### src/rtl/flag_alu.sv
module flag_alu #(
  parameter int W   = 32,
  parameter int FW  = 32,
  parameter int OPW = 3
) (
  input  logic          clk,
  input  logic          rst_n,
  input  logic          exec_en,
  input  logic [OPW-1:0] op_sel,
  input  logic [W-1:0]  src_a,
  input  logic [W-1:0]  src_b,
  input  logic          flags_wr,
  input  logic [FW-1:0] flags_din,
  output logic [W-1:0]  res,
  output logic          wr_en,
  output logic [FW-1:0] flags,
  output logic          bad_op
);
  localparam logic [OPW-1:0] OP_ADD = OPW'(0);
  localparam logic [OPW-1:0] OP_SUB = OPW'(1);
  localparam logic [OPW-1:0] OP_CMP = OPW'(2);
  localparam logic [OPW-1:0] OP_SHL = OPW'(3);
  localparam logic [OPW-1:0] OP_SHR = OPW'(4);
  localparam logic [OPW-1:0] OP_INC = OPW'(5);
  localparam logic [OPW-1:0] OP_DEC = OPW'(6);

  logic [W-1:0] nxt;
  logic         cy;
  logic         known;
  logic         zero;

  always_comb begin
    known = 1'b1;
    nxt   = res;
    cy    = flags[1];
    case (op_sel)
      OP_ADD:         {cy, nxt} = {1'b0, src_a} + {1'b0, src_b};
      OP_SUB, OP_CMP: {cy, nxt} = {1'b0, src_b} - {1'b0, src_a};
      OP_SHL:         {cy, nxt} = {src_a, 1'b0};
      OP_SHR:         {nxt, cy} = {1'b0, src_a};
      OP_INC:         {cy, nxt} = {1'b0, src_a} + (W+1)'(1);
      OP_DEC:         {cy, nxt} = {1'b0, src_a} - (W+1)'(1);
      default:        known = 1'b0;
    endcase
  end

  assign zero = (nxt == '0);

  always_ff @(posedge clk) begin
    if (!rst_n) begin
      res    <= '0;
      flags  <= '0;
      wr_en  <= 1'b0;
      bad_op <= 1'b0;
    end else begin
      wr_en  <= 1'b0;
      bad_op <= 1'b0;
      if (exec_en) begin
        if (known) begin
          flags <= {flags[FW-1:2], cy, zero};
          if (op_sel != OP_CMP) begin
            res   <= nxt;
            wr_en <= 1'b1;
          end
        end else begin
          bad_op <= 1'b1;
        end
      end else if (flags_wr) begin
        flags <= flags_din;
      end
    end
  end
endmodule

### config.mk
export PLATFORM = sky130hd
export DESIGN_NAME = flag_alu
export DESIGN_NICKNAME = d
export VERILOG_FILES = /design/src/rtl/flag_alu.sv
export SDC_FILE = /design/constraint.sdc
export NUM_CORES = 1
export LEC_CHECK = 0
export BUFFER_PORTS_ARGS = -buffer_cell sky130_fd_sc_hd__buf_2
export CAP_MARGIN = 0
export CELL_PAD_IN_SITES_DETAIL_PLACEMENT = 0
export CELL_PAD_IN_SITES_GLOBAL_PLACEMENT = 1
export CORE_MARGIN = 3
export CORE_UTILIZATION = 44
export CTS_BUF_LIST = sky130_fd_sc_hd__clkbuf_8 sky130_fd_sc_hd__clkbuf_16
export DETAILED_ROUTE_END_ITERATION = 8
export PLACE_DENSITY = 0.95
export SLEW_MARGIN = 0
export SYNTH_ARGS = -nofsm -noshare
export SYNTH_HDL_FRONTEND = slang
export SYNTH_SLANG_ARGS = --single-unit
export TNS_END_PERCENT = 5
### constraint.sdc
create_clock -name clk -period 11.95 [get_ports clk]
set_clock_uncertainty 0.15 [all_clocks]
set_input_delay 2.39 -clock clk [delete_from_list [all_inputs] [get_ports clk]]
set_output_delay 2.39 -clock clk [all_outputs]
set_load 0.03 [all_outputs]
==> impl_results.md, run 1 <==
- Syn nets: 1,526
- Post-Route WL: 38,000 um
- GR Overflow Total: 0
- Worst Path Required: 12.04 ns
- Post-synth top cells: nand2_1 (168), a21oi_1 (120), nor2_1 (95)
- Die ar.: 22,600 sq um
- Initial DRC Count: 1,303
- DR DRC count: 0
- Reg2reg start: res[7]
- Critical path depth: 14
- Pre-CTS setup slack: approximately 5.3 ns
- Top cell by count, worst path: nand4_1
- Post-synth EDFFs: 0
- First-pass GRT wire length: 56,800 um
- Crit path launch type: input pin
- Yosys top cell by area: dfxtp_1
- CP Capture Type: flip-flop
- TritonCTS buffer count: 9
- Sink Count: 66
- PwrDens: 93.2 nW/um^2
- Synth Cell Area: around 9200 sq um
- CP Data Arrival Time: 6.56 ns
- Max-slew violations: 0
- Worst VDD drop: 0.0000691 V
- Worst-Skew Late Latency: around 0.33 ns
- Initial antenna violation count: 0
- Synth top area cells: dfxtp_1 (14%), ha_1 (9.1%), nand2_1 (6.9%), a21oi_1 (6.6%), xnor2_1 (4.4%)
- HP Class: reg2reg
- Share of cells above drive strength 1: 0.155
- Final WS setup: 5.49 ns
- GRT Total Usage: 0.315
- Post-DRT Antenna Nets: 0
- Reg2reg path depth: 9
- Avg Cell Area, Syn: 6.77 sq um
- TritonRoute pass-1 iters: 6
- Reg2reg setup slack: 9.18 ns
- Core Area: 20,400 sq um
- Vias in the first global route: 10,200
- Final Util: 0.511
- Root Driver: clkbuf_16
- Sequential area share after synthesis: 0.144
- Post-layout min period: 6.46 ns
- Share of the synthesized area in the top cell type: 0.144
- Largest net degree at the start of global routing: 68
- Count of cells resized by post-cts repair: 0
- Worst hold path stage count: 2
- Crit-path cells: buf_2 > inv_1 > ha_1 > nor4b_1 > nand2_1 > or4_1 > xnor2_1 > a222oi_1 > nand4_1 > a22oi_1 > o2111ai_1 > nor4_1 > nand4_1 > o31ai_2
- Count leader, synth: nand2_1
- Port Buffers: 168
- Post-synth ARST share: 0
- Synth Register Bits: 66
- Fillers: 2,036
- Final instance area: 10,400 sq um
- Final setup viols: 0
- Die Y: 150 um
- Worst Hold Launch: flags[15]
- R2R Path End: flags[0]
- Critical path buffers and inverters: 2
- IO Count: 169
- Diodes inserted: 0
- Post-CTS setup buffer count: 0
- Critical Path Fanout Max: 12
- CTS H-tree lvls: 3
- Final Hold Viols: 0
- Outcome: finished clean
- Wirelength per Cell: 22.1 um
- Initial core utilization: 0.450
- Row cnt: 52
- Fin crit share: 0.541
- Slowest CP cell: or4_1
- Gate Count Post-Synth: approximately 1,400
- Top delay family on crit path: simple AND/OR/NAND/NOR gates
- YS warnings: 0
- Placed inst area: slightly above 10,000 sq um
- Critical path class: in2reg
- HPWL Detailed: around 29,000 um
- Total of max-cap violations: 0
- Leak pwr: 4.36 nW
- Rel. slew slack: 0.339
- Yosys cell types: 86
- Dominant synthesized flop cell: dfxtp_1
- WHS Endpoint: flags[15]
- Slew at the pin closest to its max-slew limit: 0.989 ns
- RSZ-0062 raised after global routing: false
- Routed vias: 11,400
- # hold bufs at CTS: 0
- Layout area overhead: 13.5%
- Clk pin slew, worst setup/hold paths: approximately 0.050 ns
- Worst path max stage delay: 0.56 ns
- CTS tree: yes
- Die X: 150 um
- Highest clock rate: 155 MHz
- Final TNS setup: 0 ns
- Via density per instance: 6.63
- Placer Congestion: approximately 1.0
- Final #Nets: 1,619
- Clock Tree Buf Depth: 2
## sequential cells by signal, summed over array words and instances, names as in the netlist
name	cells
bad_op	1
res	32
flags	32
wr_en	1
## worst reg2reg max path, stage by stage (launching register included)
cell and delay (ns):
dfxtp_1 0.36, o21a_1 0.22, a31oi_1 0.16, o2bb2ai_1 0.12, a221oi_1 0.50, nor4bb_1 0.36, o2111ai_1 0.17, nor4_1 0.26
nand4_1 0.16, o31ai_2 0.22
## worst max path at each step
| stage | start | end |
|---|---|---|
| floorplan | src_a[4] | flags[0] |
| global placement | src_a[1] | flags[0] |
| detailed placement | src_a[1] | flags[0] |
| CTS | src_a[1] | flags[0] |
| global route | src_a[1] | flags[0] |
| finish | src_a[1] | flags[0] |
## stage by stage
stage	total power, mW	hold WS [ns]	std cells
2_1_floorplan	0.543	0.437	1354
3_3_place_gp	0.673	0.298	1706
3_5_place_dp	0.677	0.304	1706
4_1_cts	0.960	0.312	1722
5_1_grt	1.01	0.331	1722
6_report	0.970	0.308	1722
## layout make-up
type	count	area [sq um]	area share
well taps	270	338	0.0325
multi-input cells	1109	7170	0.689
flip-flops and latches	66	1320	0.127
clock buffers	10	239	0.0230
inverters	75	282	0.0271
clock inverters	6	81.3	0.00782
repair buffers	186	976	0.0938
## layer usage
metal | GRT usage | up-vias | wire, um
li1 | - | 5217 | -
met2 | 0.521 | 780 | 17600
met5 | 0 | - | 0
met4 | 0.137 | 0 | 1880
met3 | 0.0656 | 129 | 4220
met1 | 0.396 | 5295 | 14300
## power breakdown
group,internal [mW],total [mW],switching (mW)
registers,0.236,0.247,0.0108
clock network,0.187,0.283,0.0966
logic,0.147,0.440,0.293
## layout by cell type (no fill, tap or decap), types with 8 or more instances in the layout
cell type and instances:
xnor2_1 46, o31ai_1 24, nand4_1 27, nand2_1 168, nor3_1 42, o211a_1 11, o22ai_1 13, ha_1 67
nand3_1 27, buf_4 18, clkbuf_16 9, a21o_1 15, or3_1 16, inv_1 73, o221ai_1 11, a211oi_1 17
a221oi_1 16, nor2b_1 19, o21ai_1 9, dfxtp_1 66, o211ai_1 17, buf_2 168, a21oi_1 120, a31oi_1 19
o21a_1 11, a21boi_0 37, nor4_1 30, o2111ai_1 8, a2bb2oi_1 8, and2_1 15, o21ai_0 66, nor2_1 95
nand2b_1 11, and3_1 13
## cell families (layout without fill, tap and decap cells)
| logic type | count (synthesis) | in the layout | share of synthesized area |
|---|---|---|---|
| AND/OR/NAND/NOR | 504 | 504 | 0.272 |
| AO/OA/AOI/OAI | 479 | 479 | 0.358 |
| buffers and inverters | 179 | 277 | 0.0743 |
| multiplexers | 8 | 8 | 0.00887 |
| flip-flops | 66 | 66 | 0.144 |
| adder cells (fa/ha/maj) | 70 | 70 | 0.0969 |
| XOR/XNOR | 48 | 48 | 0.0459 |
Note: power is estimated with default switching activity, not from simulation.
==> run 2: changes to the inputs <==
--- a/config.mk
+++ b/config.mk
@@ -10,10 +10,10 @@
 export CELL_PAD_IN_SITES_DETAIL_PLACEMENT = 0
 export CELL_PAD_IN_SITES_GLOBAL_PLACEMENT = 1
 export CORE_MARGIN = 3
-export CORE_UTILIZATION = 44
+export CORE_UTILIZATION = 41
 export CTS_BUF_LIST = sky130_fd_sc_hd__clkbuf_8 sky130_fd_sc_hd__clkbuf_16
 export DETAILED_ROUTE_END_ITERATION = 8
-export PLACE_DENSITY = 0.95
+export PLACE_DENSITY = 0.92
 export SLEW_MARGIN = 0
 export SYNTH_ARGS = -nofsm -noshare
 export SYNTH_HDL_FRONTEND = slang
==> constraint.sdc (replaced) <==
create_clock -name clk -period 6.36 [get_ports clk]
set_clock_uncertainty 0.15 [all_clocks]
set_input_delay 1.272 -clock clk [delete_from_list [all_inputs] [get_ports clk]]
set_output_delay 1.272 -clock clk [all_outputs]
set_load 0.03 [all_outputs]
==> run 2 against run 1 <==
Clock-buffer cell count is 1 higher. Core utilization is 3.4 points lower. Cell count is 0.99% higher. Combinational power is 90% higher. Register-to-register slack worse by 5.5 ns. Critical path type unchanged.
==> impl_results.md, run 2 (same netlist as run 1, synthesis figures left out) <==
- Total of max-cap violations: 0 (unchanged)
- Worst VDD drop: 0.000136 V (was 0.0000691 V)
- WHS Endpoint: flags[17] (was flags[15])
- CTS H-tree lvls: 3 (unchanged)
- Leak pwr: 4.38 nW (was 4.36 nW)
- Routed vias: 11,300 (was 11,400)
- Final TNS setup: 0 ns (unchanged)
- HP Class: reg2reg (unchanged)
- Reg2reg start: res[7] (unchanged)
- Die ar.: 24,200 sq um (was 22,600 sq um)
- GR Overflow Total: 0 (unchanged)
- Post-CTS setup buffer count: 0 (unchanged)
- Share of cells above drive strength 1: 0.159 (was 0.155)
- Critical Path Fanout Max: 10 (was 12)
- GRT Total Usage: 0.313 (was 0.315)
- DR DRC count: 0 (unchanged)
- Critical path class: in2reg (unchanged)
- TritonCTS buffer count: 9 (unchanged)
- Highest clock rate: 189 MHz
- Register Area: 1320 sq um (unchanged)
- Crit-path cells: buf_2 > inv_1 > ha_1 > a21oi_1 > o31ai_1 > a311oi_1 > a21oi_1 > a221oi_1 > o41ai_1 > xnor2_1 > nor2_1 > o32ai_1 > o21ai_0 > o31ai_2 (was buf_2 > inv_1 > ha_1 > nor4b_1 > nand2_1 > or4_1 > xnor2_1 > a222oi_1 > nand4_1 > a22oi_1 > o2111ai_1 > nor4_1 > nand4_1 > o31ai_2)
- PwrDens: 168 nW/um^2 (was 93.2 nW/um^2)
- Rel. slew slack: 0.200 (was 0.339)
- Initial DRC Count: 1,274 (was 1,303)
- # hold bufs at CTS: 0 (unchanged)
- Pre-CTS setup slack: 0.852 ns (was 5.32 ns)
- Placer Congestion: 1.02 (was 1.03)
- Worst-Skew Late Latency: 0.33 ns (about the same)
- Final Hold Viols: 0 (unchanged)
- Via density per instance: 6.52 (was 6.63)
- Sink Count: 66 (unchanged)
- TritonRoute pass-1 iters: 7 (was 6)
- Slew at the pin closest to its max-slew limit: 1.20 ns (was 0.989 ns)
- CP Data Arrival Time: 5.40 ns (was 6.56 ns)
- CTS tree: yes (unchanged)
- IO Count: 169 (unchanged)
- Port Buffers: 168 (unchanged)
- Die Y: 156 um (was 150 um)
- CP Capture Type: flip-flop (unchanged)
- First-pass GRT wire length: 60,700 um (was 56,800 um)
- HPWL Detailed: 30,300 um (was 28,600 um)
- R2R Path End: flags[0] (unchanged)
- Diodes inserted: 0 (unchanged)
- Multi-input logic area: 7170 sq um (unchanged)
- Count of cells resized by post-cts repair: 0 (unchanged)
- Largest regs: flags (32), res (32) (unchanged)
- Crit path launch type: input pin (unchanged)
- Non-filler cells in the finished layout: 1,739 (was 1,722)
- Clk pin slew, worst setup/hold paths: 0.05 ns (about the same)
- Fin crit share: 0.833
- Commonest non-fill, non-tap cells in the layout: nand2_1 (168), buf_2 (168), a21oi_1 (120), nor2_1 (95), inv_1 (73) (unchanged)
- Worst Hold Launch: flags[17] (was flags[15])
- Final #Nets: 1,627 (was 1,619)
- Initial antenna violation count: 1 (was 0)
- Final setup viols: 0 (unchanged)
- Core Area: 21,900 sq um (was 20,400 sq um)
- Total chip power: 1.76 mW (was 970 uW)
- RSZ-0062 raised after global routing: false (unchanged)
- Root Driver: clkbuf_16 (unchanged)
- Top cell by count, worst path: a21oi_1 (was nand4_1)
- Reg2reg setup slack: 3.64 ns (was 9.18 ns)
- Clock Tree Buf Depth: 2 (unchanged)
- Die X: 156 um (was 150 um)
- Post-Route WL: 39,700 um (was 38,000 um)
- Worst Path Required: 6.46 ns (was 12.04 ns)
- Fillers: 2,341 (was 2,036)
- Outcome: finished clean (unchanged)
- Placed inst area: 10,200 sq um (was 10,100 sq um)
- Vias in the first global route: 10,700 (was 10,200)
- Row cnt: 54 (was 52)
- Final instance area: 10,400 sq um (about the same)
- Wirelength per Cell: 22.8 um (was 22.1 um)
- Post-DRT Antenna Nets: 0 (unchanged)
- Worst hold path stage count: 2 (unchanged)
- Number of cells after detailed placement: 1,724 (was 1,706)
- Worst path max stage delay: 0.77 ns (was 0.56 ns)
- Reg2reg path depth: 9 (unchanged)
- Max-slew violations: 0 (unchanged)
- Layout area overhead: 13.9% (was 13.5%)
- Initial core utilization: 0.419 (was 0.450)
- Post-layout min period: 5.30 ns
- Slowest CP cell: a221oi_1 (was or4_1)
- Final WS setup: 1.06 ns (was 5.49 ns)
- Largest net degree at the start of global routing: 68 (unchanged)
## run 2: routing by layer
layer  GRT usage  vias up  wire length, um
met5           0        -               13
met4       0.134        2             1870
met3      0.0654      129             3650
met2       0.516      637            18600
met1       0.396     5342            15600
li1            -     5223                -
## run 2: final cells by class
cell class | instances | area share
multi-input combinational | 1109 | 0.686
clock buffer | 11 | 0.0242
sequential | 66 | 0.127
clock inverter | 4 | 0.00180
inverter | 75 | 0.0270
tap | 280 | 0.0336
timing repair buffer | 194 | 0.100
## run 2: how the worst max path moves through the flow
stage	startpoint	to	slack, ns	cells past startpoint
after CTS	src_a[9]	flags[0]	1.19	14
after global routing	src_a[9]	flags[0]	0.80	14
after global placement	src_a[4]	flags[0]	0.91	14
after detailed placement	src_a[9]	flags[0]	0.85	14
final	src_a[7]	flags[0]	1.06	14
after floorplan	src_a[4]	flags[0]	1.49	15
## run 2: power by group
| group | internal [mW] | switching, mW | leakage (nW) | total (mW) |
|---|---|---|---|---|
| Sequential | 0.443 | 0.0215 | 0.542 | 0.465 |
| Clock | 0.279 | 0.175 | 0.142 | 0.454 |
| Combinational | 0.281 | 0.557 | 3.69 | 0.838 |
| Total | 1.00 | 0.754 | 4.38 | 1.76 |
## run 2: worst max-delay path, delay by kind of cell
kind                     cells  cell delay, ns
adder cells (fa/ha/maj)      1            0.43
AND/OR/NAND/NOR              1            0.06
XOR/XNOR                     1            0.22
buffers and inverters        2            0.30
AO/OA/AOI/OAI                9            3.13
## run 2: stage by stage
stage | utilization | hold slack [ns]
after floorplan | - | 0.437
after global placement | 0.464 | 0.298
after detailed placement | 0.464 | 0.306
after CTS | 0.477 | 0.313
after global routing | 0.477 | 0.333
final | 0.477 | 0.312
==> run 3: changes to the inputs <==
--- a/config.mk
+++ b/config.mk
@@ -5,15 +5,16 @@
 export SDC_FILE = /design/constraint.sdc
 export NUM_CORES = 1
 export LEC_CHECK = 0
+export ABC_AREA = 1
 export BUFFER_PORTS_ARGS = -buffer_cell sky130_fd_sc_hd__buf_2
 export CAP_MARGIN = 0
 export CELL_PAD_IN_SITES_DETAIL_PLACEMENT = 0
 export CELL_PAD_IN_SITES_GLOBAL_PLACEMENT = 1
 export CORE_MARGIN = 3
-export CORE_UTILIZATION = 41
+export CORE_UTILIZATION = 35
 export CTS_BUF_LIST = sky130_fd_sc_hd__clkbuf_8 sky130_fd_sc_hd__clkbuf_16
 export DETAILED_ROUTE_END_ITERATION = 8
-export PLACE_DENSITY = 0.92
+export PLACE_DENSITY = 0.88
 export SLEW_MARGIN = 0
 export SYNTH_ARGS = -nofsm -noshare
 export SYNTH_HDL_FRONTEND = slang
==> constraint.sdc (replaced) <==
create_clock -name clk -period 4.65 [get_ports clk]
set_clock_uncertainty 0.15 [all_clocks]
set_input_delay 0.93 -clock clk [delete_from_list [all_inputs] [get_ports clk]]
set_output_delay 0.93 -clock clk [all_outputs]
set_load 0.03 [all_outputs]
==> run 3 against run 2 <==
Routed wire length rose by 37%. Cell count is 48% higher. Non-clock buffer count grew 17. Flip-flop and latch count unchanged. Worst setup slack got worse by 0.42 ns. Clock power increased by 46%.
==> impl_results.md, run 3 <==
- CP Capture Type: flip-flop (unchanged)
- Switching Share: 0.487 (was 0.429)
- Share of cells above drive strength 1: 0.124 (was 0.159)
- Leak pwr: 6.38 nW (was 4.38 nW)
- Post-layout min period: between 4 and 5 ns
- Worst Path Required: 4.78 ns (was 6.46 ns)
- Yosys top cell by area: nand2_1 (was dfxtp_1)
- YS warnings: 0 (unchanged)
- Final Hold Viols: 0 (unchanged)
- Pre-CTS setup slack: 0.353 ns (was 0.852 ns)
- GRT Total Usage: 0.334 (was 0.313)
- Clk pin slew, worst setup/hold paths: 0.07 ns (was 0.05 ns)
- TritonCTS buffer count: 9 (unchanged)
- Critical Path Fanout Max: 9 (was 10)
- Post-DRT Antenna Nets: 0 (unchanged)
- IO Count: 169 (unchanged)
- Final Util: 0.413 (was 0.477)
- Clk pwr share: 0.254 (was 0.259)
- Non-filler cells in the finished layout: 2,572 (was 1,739)
- HPWL Detailed: 45,400 um (was 30,300 um)
- Largest net degree at the start of global routing: 64 (was 68)
- WHS: 0.327 ns (was 0.312 ns)
- Layout area overhead: 15.0% (was 13.9%)
- Post-synth ARST share: 0 (unchanged)
- Commonest non-fill, non-tap cells in the layout: nand2_1 (614), nor2_1 (332), inv_1 (280), nand3_1 (246), buf_2 (168) (was nand2_1 (168), buf_2 (168), a21oi_1 (120), nor2_1 (95), inv_1 (73))
- Avg Cell Area, Syn: 5.11 sq um (was 6.77 sq um)
- Post-Route WL: 54,400 um (was 39,700 um)
- Count of cells resized by post-cts repair: 0 (unchanged)
- DR DRC count: 0 (unchanged)
- Final setup viols: 0 (unchanged)
- CP Data Arrival Time: 4.14 ns (was 5.40 ns)
- Initial antenna violation count: 1 (unchanged)
- Sw Pwr: 1.27 mW (was 754 uW)
- Largest regs: flags (32), res (32) (unchanged)
- Most common cell after layout, fill and taps aside: nand2_1
- Worst VDD drop: 0.000228 V (was 0.000136 V)
- Routed vias: 14,200 (was 11,300)
- Initial DRC Count: 1,484 (was 1,274)
- Yosys cell types: 38 (was 86)
- Fin crit share: 0.862
- Worst-Skew Late Latency: 0.35 ns (was 0.33 ns)
- Crit path launch type: input pin (unchanged)
- Final WS setup: 0.642 ns (was 1.06 ns)
- Number of cells after detailed placement: 2,556 (was 1,724)
- Reg power frac: 0.246 (was 0.264)
- Sink Count: 66 (unchanged)
- Die Y: 178 um (was 156 um)
- Synth Register Bits: 66 (unchanged)
- GR Overflow Total: 0 (unchanged)
- Synth top area cells: nand2_1 (22%), dfxtp_1 (13%), nor2_1 (12%), nand3_1 (12%), inv_1 (10%) (was dfxtp_1 (14%), ha_1 (9.1%), nand2_1 (6.9%), a21oi_1 (6.6%), xnor2_1 (4.4%))
- Post-synth EDFFs: 0 (unchanged)
- Final TNS setup: 0 ns (unchanged)
- Wirelength per Cell: 21.1 um (was 22.8 um)
- Share of the synthesized area in the top cell type: 0.221 (was 0.144)
- Port Buffers: 168 (unchanged)
- Post-synth top cells: nand2_1 (614), nor2_1 (333), inv_1 (281) (was nand2_1 (168), a21oi_1 (120), nor2_1 (95))
- Logic gate share of total power: 0.499 (was 0.477)
- First-pass GRT wire length: 80,200 um (was 60,700 um)
- Placer Congestion: 1.05 (was 1.02)
- Via density per instance: 5.52 (was 6.52)
- Root Driver: clkbuf_16 (unchanged)
- Clock Tree Buf Depth: 2 (unchanged)
- Max-slew violations: 0 (unchanged)
- Placed inst area: 11,700 sq um (was 10,200 sq um)
- Sequential area share after synthesis: 0.127 (was 0.144)
- Total chip power: 2.61 mW (was 1.76 mW)
- Slew at the pin closest to its max-slew limit: 0.942 ns (was 1.20 ns)
- Core Area: 29,000 sq um (was 21,900 sq um)
- Die ar.: 31,900 sq um (was 24,200 sq um)
- Total of max-cap violations: 0 (unchanged)
- Post-CTS setup buffer count: 0 (unchanged)
- Internal: 1.34 mW (was 1.00 mW)
- Dominant synthesized flop cell: dfxtp_1 (unchanged)
- Diodes inserted: 0 (unchanged)
- Die X: 178 um (was 156 um)
- Synth Cell Area: 10,400 sq um (was 9170 sq um)
- TritonRoute pass-1 iters: 6 (was 7)
- CTS H-tree lvls: 3 (unchanged)
- Outcome: finished clean (unchanged)
- # hold bufs at CTS: 0 (unchanged)
- Count leader, synth: nand2_1 (unchanged)
- Gate Count Post-Synth: 2,037 (was 1,354)
- Fillers: 3,369 (was 2,341)
- Highest clock rate: ~250 MHz
- Row cnt: 62 (was 54)
- CTS tree: yes (unchanged)
- PwrDens: 218 nW/um^2 (was 168 nW/um^2)
- Rel. slew slack: 0.371 (was 0.200)
- Vias in the first global route: 13,300 (was 10,700)
- HP Class: reg2reg (unchanged)
- Final #Nets: 2,355 (was 1,627)
- Initial core utilization: 0.359 (was 0.419)
- RSZ-0062 raised after global routing: false (unchanged)
- Critical path class: in2reg (unchanged)
- Syn nets: 2,209 (was 1,526)
- Final instance area: 12,000 sq um (was 10,400 sq um)
## run 3: cell count changes after synthesis, moves of 50 or more
cell	previous run	this run
nor2_1	95	333
nand3_1	27	246
clkbuf_1	92	25
o21ai_0	66	116
nand2_1	168	614
inv_1	72	281
a21oi_1	120	70
## run 3: metal layers
metal,wire (um),vias to the layer above,global-route usage
met2,24000,754,0.528
met1,22900,6533,0.441
met4,2660,2,0.145
met3,4880,143,0.0639
li1,-,6756,-
met5,2,-,0
## run 3: cell type report
type	instances	area, sq um	share of cell area
multi-input cells	1605	7640	0.638
flip-flops and latches	66	1320	0.110
repair buffers	211	1160	0.0972
inverters	290	1090	0.0909
well taps	384	480	0.0401
clock buffers	9	225	0.0188
clock inverters	7	53.8	0.00449
## run 3: power groups by stage
| stage | registers [mW] | logic [mW] | clock network [mW] |
|---|---|---|---|
| floorplan | 0.736 | 0.704 | 0 |
| global placement | 0.653 | 1.27 | 0 |
| detailed placement | 0.656 | 1.26 | 0 |
| CTS | 0.644 | 1.27 | 0.673 |
| global route | 0.649 | 1.41 | 0.697 |
| finish | 0.644 | 1.30 | 0.665 |
## run 3: final timing paths
path	startpoint	to	slack, ns	cells past startpoint
max	src_a[10]	flags[0]	0.64	18
min	flags[23]	flags[23]	0.33	2
max reg2reg	res[0]	flags[0]	2.69	13
min reg2reg	flags[23]	flags[23]	0.33	2
## run 3: kinds of logic (layout without fill, tap and decap cells)
kind of cell | after synthesis | count (layout) | share of synthesized area
buffers and inverters | 366 | 517 | 0.140
and+or+nand+nor | 1308 | 1308 | 0.530
adders and majority gates | 69 | 69 | 0.0843
xor gates and xnor gates | 8 | 8 | 0.00673
AOI/OAI and AO/OA | 220 | 220 | 0.112
DFF | 66 | 66 | 0.127
## run 3: critical path: stages
cell	delay (ns)
buf_2	0.23
inv_1	0.17
ha_1	0.49
nor2_1	0.32
inv_1	0.07
nor2_1	0.35
nand3_1	0.17
nand2_1	0.27
nand2_1	0.13
nand2_1	0.09
nand2_1	0.04
nand3_1	0.15
nand4_1	0.15
nor2_1	0.17
nand2_1	0.10
nor2_1	0.11
nand3_1	0.09
a21oi_1	0.12
